**src/rtl/a16cfg_pkg.sv**
```systemverilog
package a16cfg_pkg;

    localparam logic [5:0] AM_SHORT_USR = 6'h29;
    localparam logic [5:0] AM_SHORT_SUP = 6'h2D;

    localparam logic [15:0] ID_WORD    = 16'hFF7F;
    localparam logic [15:0] MODEL_WORD = 16'd2092;
    localparam logic [15:0] CSR_FIXED  = 16'h400C;

    localparam int OFS_ID    = 'h000;
    localparam int OFS_MODEL = 'h002;
    localparam int OFS_CSR   = 'h004;
    localparam int OFS_VEC   = 'h00C;

    localparam int BIT_CLAIM = 0;
    localparam int BIT_READY = 4;
    localparam int BIT_JB    = 5;
    localparam int BIT_JA    = 6;
    localparam int BIT_EN    = 7;
    localparam int BIT_SP    = 8;
    localparam int BIT_FLAG  = 9;

    localparam int JMP_N    = 2;
    localparam int IRQ_N    = 1 << JMP_N;
    localparam int LVL_W    = 3;
    localparam int LVL_BASE = 4;

    typedef enum logic [2:0] {
        ACC_OTHER,
        ACC_ID,
        ACC_MODEL,
        ACC_CSR,
        ACC_VEC
    } acc_e;

    typedef struct packed {
        logic flag;
        logic spare;
        logic irq_en;
        logic jmp_a;
        logic jmp_b;
        logic claimed;
    } ctl_t;

    function automatic logic am_ok(input logic [5:0] am);
        return (am == AM_SHORT_USR) || (am == AM_SHORT_SUP);
    endfunction

    function automatic logic [15:0] pack_csr(input ctl_t c);
        logic [15:0] v;
        v             = CSR_FIXED;
        v[BIT_FLAG]   = c.flag;
        v[BIT_SP]     = c.spare;
        v[BIT_EN]     = c.irq_en;
        v[BIT_JA]     = c.jmp_a;
        v[BIT_JB]     = c.jmp_b;
        v[BIT_READY]  = ~c.claimed;
        v[BIT_CLAIM]  = c.claimed;
        return v;
    endfunction

    function automatic logic [LVL_W-1:0] irq_level(input logic a, input logic b);
        return LVL_W'(LVL_BASE) + {1'b0, a, b};
    endfunction

endpackage

```
**src/rtl/a16cfg_decode.sv**
```systemverilog
module a16cfg_decode
    import a16cfg_pkg::*;
#(
    parameter int ADDR_W = 16,
    parameter int SW_W   = 4
) (
    input  logic              bus_cyc,
    input  logic [5:0]        bus_am,
    input  logic [ADDR_W-1:0] bus_addr,
    input  logic [SW_W-1:0]   base_sw,
    output logic              reg_hit,
    output logic              ram_hit,
    output acc_e              kind
);
    localparam int HALF_BIT = ADDR_W - SW_W - 1;

    logic                window_hit;
    logic [HALF_BIT-1:0] ofs;

    always_comb begin
        window_hit = bus_cyc && am_ok(bus_am) &&
                     (bus_addr[ADDR_W-1 -: SW_W] == base_sw);
        reg_hit    = window_hit && !bus_addr[HALF_BIT];
        ram_hit    = window_hit &&  bus_addr[HALF_BIT];
        ofs        = bus_addr[HALF_BIT-1:0];
        if (ofs == HALF_BIT'(OFS_ID))         kind = ACC_ID;
        else if (ofs == HALF_BIT'(OFS_MODEL)) kind = ACC_MODEL;
        else if (ofs == HALF_BIT'(OFS_CSR))   kind = ACC_CSR;
        else if (ofs == HALF_BIT'(OFS_VEC))   kind = ACC_VEC;
        else                                  kind = ACC_OTHER;
    end
endmodule

```
**src/rtl/a16cfg_regs.sv**
```systemverilog
module a16cfg_regs
    import a16cfg_pkg::*;
#(
    parameter int DATA_W = 16,
    parameter int VEC_W  = 8
) (
    input  logic              clk,
    input  logic              rst,
    input  logic              reg_hit,
    input  logic              bus_we,
    input  acc_e              kind,
    input  logic [DATA_W-1:0] wdata,
    input  logic              evt_done,
    input  logic              jmp_a,
    input  logic              jmp_b,
    output logic [DATA_W-1:0] rd_data,
    output logic              rd_ack,
    output logic              flag_q,
    output logic              en_q,
    output logic [VEC_W-1:0]  vec_q
);
    logic  spare_q;
    logic  claimed_q;
    ctl_t  cur;
    logic  wr_csr;
    logic  wr_rst;
    logic  rd_go;

    always_comb begin
        cur.flag    = flag_q;
        cur.spare   = spare_q;
        cur.irq_en  = en_q;
        cur.jmp_a   = jmp_a;
        cur.jmp_b   = jmp_b;
        cur.claimed = claimed_q;
        wr_csr      = reg_hit && bus_we && (kind == ACC_CSR);
        wr_rst      = wr_csr && wdata[BIT_CLAIM];
        rd_go       = reg_hit && !bus_we;
    end

    always_ff @(posedge clk) begin
        if (rst) begin
            rd_ack    <= 1'b0;
            rd_data   <= '0;
            flag_q    <= 1'b0;
            en_q      <= 1'b0;
            spare_q   <= 1'b0;
            claimed_q <= 1'b0;
            vec_q     <= '0;
        end else begin
            rd_ack  <= reg_hit;
            rd_data <= '0;
            if (rd_go) begin
                unique case (kind)
                    ACC_ID:    rd_data <= ID_WORD;
                    ACC_MODEL: rd_data <= MODEL_WORD;
                    ACC_VEC:   rd_data <= DATA_W'(vec_q);
                    ACC_CSR: begin
                        rd_data   <= pack_csr(cur);
                        claimed_q <= 1'b1;
                    end
                    default:   rd_data <= '0;
                endcase
            end
            if (wr_rst) begin
                claimed_q <= 1'b0;
                vec_q     <= '0;
                en_q      <= 1'b0;
                spare_q   <= 1'b0;
                flag_q    <= 1'b0;
            end else if (wr_csr) begin
                en_q    <= wdata[BIT_EN];
                spare_q <= wdata[BIT_SP];
                if (wdata[BIT_FLAG]) flag_q <= 1'b0;
            end else if (reg_hit && bus_we && kind == ACC_ID) begin
                vec_q <= wdata[VEC_W-1:0];
            end
            if (evt_done) flag_q <= 1'b1;
        end
    end
endmodule

```
**src/rtl/a16cfg_irq.sv**
```systemverilog
module a16cfg_irq
    import a16cfg_pkg::*;
#(
    parameter int VEC_W = 8
) (
    input  logic             clk,
    input  logic             rst,
    input  logic             flag,
    input  logic             en,
    input  logic             jmp_a,
    input  logic             jmp_b,
    input  logic [VEC_W-1:0] vec,
    input  logic             iack_cyc,
    input  logic [LVL_W-1:0] iack_level,
    output logic [IRQ_N-1:0] irq_req,
    output logic             iack_ack,
    output logic [VEC_W-1:0] iack_vec
);
    logic [LVL_W-1:0] level;
    logic             active;

    assign level  = irq_level(jmp_a, jmp_b);
    assign active = flag && en;

    for (genvar i = 0; i < IRQ_N; i++) begin : g_line
        assign irq_req[i] = active && (level == LVL_W'(LVL_BASE + i));
    end

    always_ff @(posedge clk) begin
        if (rst) begin
            iack_ack <= 1'b0;
            iack_vec <= '0;
        end else begin
            iack_ack <= 1'b0;
            iack_vec <= '0;
            if (iack_cyc && active && iack_level == level) begin
                iack_ack <= 1'b1;
                iack_vec <= vec;
            end
        end
    end
endmodule

```
**src/rtl/a16_cfg_slave.sv**
```systemverilog
module a16_cfg_slave
    import a16cfg_pkg::*;
#(
    parameter int ADDR_W = 16,
    parameter int DATA_W = 16,
    parameter int SW_W   = 4,
    parameter int VEC_W  = 8
) (
    input  logic              clk,
    input  logic              rst,
    input  logic              bus_cyc,
    input  logic [5:0]        bus_am,
    input  logic [ADDR_W-1:0] bus_addr,
    input  logic              bus_we,
    input  logic [DATA_W-1:0] bus_wdata,
    input  logic [SW_W-1:0]   base_sw,
    input  logic              jmp_a_out,
    input  logic              jmp_b_out,
    input  logic              evt_done,
    input  logic              iack_cyc,
    input  logic [2:0]        iack_level,
    output logic              rd_ack,
    output logic [DATA_W-1:0] rd_data,
    output logic              ram_sel,
    output logic [3:0]        irq_req,
    output logic              iack_ack,
    output logic [VEC_W-1:0]  iack_vec
);
    logic             reg_hit;
    acc_e             kind;
    logic             evt_flag;
    logic             irq_en;
    logic [VEC_W-1:0] vec;

    a16cfg_decode #(.ADDR_W(ADDR_W), .SW_W(SW_W)) u_dec (
        .bus_cyc (bus_cyc),
        .bus_am  (bus_am),
        .bus_addr(bus_addr),
        .base_sw (base_sw),
        .reg_hit (reg_hit),
        .ram_hit (ram_sel),
        .kind    (kind)
    );

    a16cfg_regs #(.DATA_W(DATA_W), .VEC_W(VEC_W)) u_regs (
        .clk     (clk),
        .rst     (rst),
        .reg_hit (reg_hit),
        .bus_we  (bus_we),
        .kind    (kind),
        .wdata   (bus_wdata),
        .evt_done(evt_done),
        .jmp_a   (jmp_a_out),
        .jmp_b   (jmp_b_out),
        .rd_data (rd_data),
        .rd_ack  (rd_ack),
        .flag_q  (evt_flag),
        .en_q    (irq_en),
        .vec_q   (vec)
    );

    a16cfg_irq #(.VEC_W(VEC_W)) u_irq (
        .clk       (clk),
        .rst       (rst),
        .flag      (evt_flag),
        .en        (irq_en),
        .jmp_a     (jmp_a_out),
        .jmp_b     (jmp_b_out),
        .vec       (vec),
        .iack_cyc  (iack_cyc),
        .iack_level(iack_level),
        .irq_req   (irq_req),
        .iack_ack  (iack_ack),
        .iack_vec  (iack_vec)
    );
endmodule

```
**config.mk**
```make
export PLATFORM = sky130hd
export DESIGN_NAME = a16_cfg_slave
export DESIGN_NICKNAME = d
export VERILOG_FILES = /design/src/rtl/a16cfg_pkg.sv /design/src/rtl/a16cfg_decode.sv /design/src/rtl/a16cfg_regs.sv /design/src/rtl/a16cfg_irq.sv /design/src/rtl/a16_cfg_slave.sv
export SDC_FILE = /design/constraint.sdc
export NUM_CORES = 1
export LEC_CHECK = 0
export ABC_AREA = 1
export BUFFER_PORTS_ARGS = -buffer_cell sky130_fd_sc_hd__buf_2
export CAP_MARGIN = 20
export CORE_ASPECT_RATIO = 0.9
export CORE_MARGIN = 3
export CORE_UTILIZATION = 44
export DETAILED_ROUTE_END_ITERATION = 10
export PLACE_DENSITY = 0.9
export SLEW_MARGIN = 10
export SYNTH_ARGS = -nofsm -noshare
export SYNTH_HDL_FRONTEND = slang
export SYNTH_SLANG_ARGS = --single-unit
```
**constraint.sdc**
```tcl
create_clock -name clk -period 1.3 [get_ports clk]
set_input_delay 0.065 -clock clk [delete_from_list [all_inputs] [get_ports clk]]
set_output_delay 0.065 -clock clk [all_outputs]
set_load 0.1 [all_outputs]
```
==> metrics.md <==
| Metric | Value |
|---|---|
| Syn. warnings | 0 |
| Reg clk slew, reported paths | ~0.070 ns |
| Die Area | ~4300 µm² |
| Leak | between 1 and 1.5 nW |
| Post-synthesis cell type count | 26 |
| First DRT Iteration DRCs | 98 |
| Hold Crit Start | bus_addr[1] |
| Clk pwr share | between 30 and 40% |
| Worst skew pair latency | slightly below 0.3 ns |
| Fin nets | about 350 |
| Clock sinks | 35 |
| Worst setup margin | -0.00583 ns |
| H-tree levels | 2 |
| Yosys reg bits | 35 |
| Layout area overhead | 46.7% |
| Max Buffers Root-to-Sink | 2 |
| CTS tree | built |
| Detailed-route via count | 1,686 |
| MaxCap Viol Count | 0 |
| Syn Std Cell Area | around 1600 µm² |
| Die height | ~63 µm |
| # diodes | 0 |
| Critical R2R Capture | u_irq.iack_vec[6] |
| First-pass GRT wire length | 6910 µm |
| Nature of the critical path endpoint | output port |
| Core Util, Final | between 70% and 80% |
| Initial antenna violation count | 0 |
| Worst Max-Slew Pin Slew | about 0.50 ns |
| TritonCTS Buffers | 5 |
| Sequential-to-total area share from yosys stat | 44.7% |
| Chip width | between 60 and 70 µm |
| Hold Path Stages | 2 |
| Avg Inst Size Synth | about 7.7 µm² |
| Area of placed instances | roughly 2200 µm² |
| Root buffer cell | clkbuf_8 |
| Sequential power share | 53.1% |
| Hold Crit Class | primary input to flip-flop |
| Flop-to-flop setup slack | between 0.1 and 0.15 ns |
| Kind of critical path | flip-flop to output port |
| Gr usage total | a little over a fifth |
| Starting Density | around half |
| GP Congestion | approximately 0.84 |
| Vias per inst | about 5 |
| Pint | between 1.5 and 2 mW |
| FP Rows | 19 |
| CP startpoint kind | flip-flop |
| Failing checks | setup timing |
| Vias in the first global route | roughly 1.6k |
| Rel. slew slack | roughly 67% |
| Setup Skew | slightly below 0.007 ns |
| Post-route cell area | 2300 µm² |
| Pwr dens | about 900 nW/µm² |
| Final wirelength | approximately 4500 µm |
| RSZ-0062 raised after global routing | true |
| Fmax | ~770 MHz |
| Largest net degree at the start of global routing | 13 |
| Routed Antenna Nets | 0 |
| Hold endpoint | u_regs.rd_data[13] |
| Placement Setup Slack | -0.0633 ns |
| Final min period | around 1.3 ns |
| Crit-path max FO | 4 |
| Net Sw Power | 0.500 mW |
| Share of cells above drive strength 1 | a little over two fifths |
| Post-synthesis async set-or-reset flop share | 0% |
| Worst VDD drop | ~560 µV |
| Drt pass-1 iters | 4 |
| Post-Syn Instances | just over 200 |
| WL/cell | 13.2 µm |
| Finish-stage setup viols | 1 |
| DRC viols | 0 |
| Final hold violation count | 0 |
| Grt total ovfl | 0 |
| Net Sw Frac | around a quarter |
| Synthesized Nets | roughly 260 |
| Most used DFF post-synth | dfxtp_1 |
| Post-synth EDFFs | 0 |
| R2R depth | 4 |
| Req. time, crit path | approximately 1.2 ns |
| Detailed Place HPWL | ~3200 µm |
| Total Power | 2.03 mW |
| Gate power share | under 10% |
| Core area | ~3200 µm² |
| Critical Path AT | approximately 1.2 ns |
| Final Max Tran Viols | 0 |
| RR Startpoint | u_regs.flag_q |
| Num ports | between 80 and 90 |
| Final period util | 100% |
| Input/output buffers | 76 |
| Outcome | finished with violations |
sequential cells by signal, indices dropped and copies added (netlist names):
register and flops:
u_regs.rd_ack 1, u_regs.vec_q 8, u_regs.en_q 1, u_irq.iack_vec 8, u_regs.claimed_q 1, u_irq.iack_ack 1, u_regs.spare_q 1, u_regs.flag_q 1
u_regs.rd_data 13
critical path, stage by stage, from the launching register on:
cell,delay (ns)
dfxtp_2,0.34
buf_6,0.12
nand2_8,0.07
nor3_4,0.22
buf_12,0.20
synthesized netlist by cell type (3+ instances only):
library cell,number,area share [%]
a21oi_1,14,4.5
buf_4,3,1.4
buf_6,4,2.9
dfxtp_1,35,45
inv_1,37,8.9
nand2_1,30,7.2
nand3_1,5,1.6
nand3_2,3,1.9
nand4_1,12,4.8
nor2_1,30,7.2
nor2_4,5,3.6
nor3_1,6,1.9
o21a_1,3,1.4
o21ai_0,4,1.3
layout by cell type (no fill, tap or decap), types with 2 or more instances in the layout:
cell            n
nand3_4         2
o21a_1          3
nand3_2         4
dfxtp_1        32
clkinv_2        2
clkbuf_8        5
o21ai_0         4
nor2_4          6
inv_1          36
dfxtp_2         3
nand4_1        12
nand3_1         4
inv_2           3
buf_12          5
nor3_1          2
nor3_4          4
buf_4          13
dlygate4sd3_1   2
buf_2          71
nand2_1        29
nor2_1         29
a21oi_1        14
worst max path at each step:
stage                     slack (ns)  cells after the start   startpoint         endpoint
after CTS                      0.004                      4  u_regs.en_q       irq_req[1]
after floorplan                -0.02                      2  u_regs.en_q       irq_req[1]
after global routing           -0.06                      4  u_regs.en_q       irq_req[1]
after detailed placement       -0.06                      9  bus_addr[7]  u_regs.vec_q[6]
after global placement          0.03                      9    bus_am[4]  u_regs.vec_q[1]
final                         -0.006                      4  u_regs.en_q       irq_req[1]
kinds of logic (layout without fill, tap and decap cells):
| group | after synthesis | count (layout) | share of synthesized area [%] |
|---|---|---|---|
| XOR/XNOR | 1 | 1 | 0.558 |
| flip-flops | 35 | 35 | 44.7 |
| AO/OA/AOI/OAI | 25 | 25 | 8.93 |
| buffers and inverters | 48 | 140 | 14.3 |
| AND/OR/NAND/NOR | 96 | 96 | 31.6 |
metrics by stage:
step,TNS [ns],cells,hold WS (ns)
final,-0.00583,339,0.00369
after global routing,-0.0794,339,0.0147
after CTS,0,338,0.00218
after detailed placement,-0.385,327,0.257
after global placement,0,327,0.259
after floorplan,-0.0224,205,0.127
repair_timing:
item / CTS / global route
pin swaps: 1 / 0
hold endpoints to repair: 2 / 0
hold buffers: 2 / 0
resized for setup: 2 / 3
buffers inserted: 1 / 1
setup endpoints to repair: 1 / 16
per-layer routing:
| metal | share of wire [%] | vias to the layer above | global-route usage (%) |
|---|---|---|---|
| li1 | - | 820 | - |
| met1 | 33 | 757 | 22.2 |
| met3 | 9.2 | 11 | 7.55 |
| met5 | 0 | - | 0 |
| met2 | 55 | 98 | 37.1 |
| met4 | 2.3 | 0 | 9.25 |
cell type report:
type,count,area [µm²]
fill,259,931
multi-input combinational,122,724
sequential,35,704
timing repair buffer,92,584
inverter,40,151
clock buffer,6,72.6
tap,42,52.6
clock inverter,2,12.5
power groups by stage:
| stage | clock network, mW | registers (mW) | logic [mW] |
|---|---|---|---|
| after floorplan | 0 | 1.10 | 0.0648 |
| after detailed placement | 0 | 1.10 | 0.167 |
| after CTS | 0.774 | 1.08 | 0.174 |
| final | 0.772 | 1.08 | 0.180 |
| after global placement | 0 | 1.10 | 0.160 |
| after global routing | 0.821 | 1.08 | 0.200 |
No activity file was read; power rests on OpenSTA's default activity.
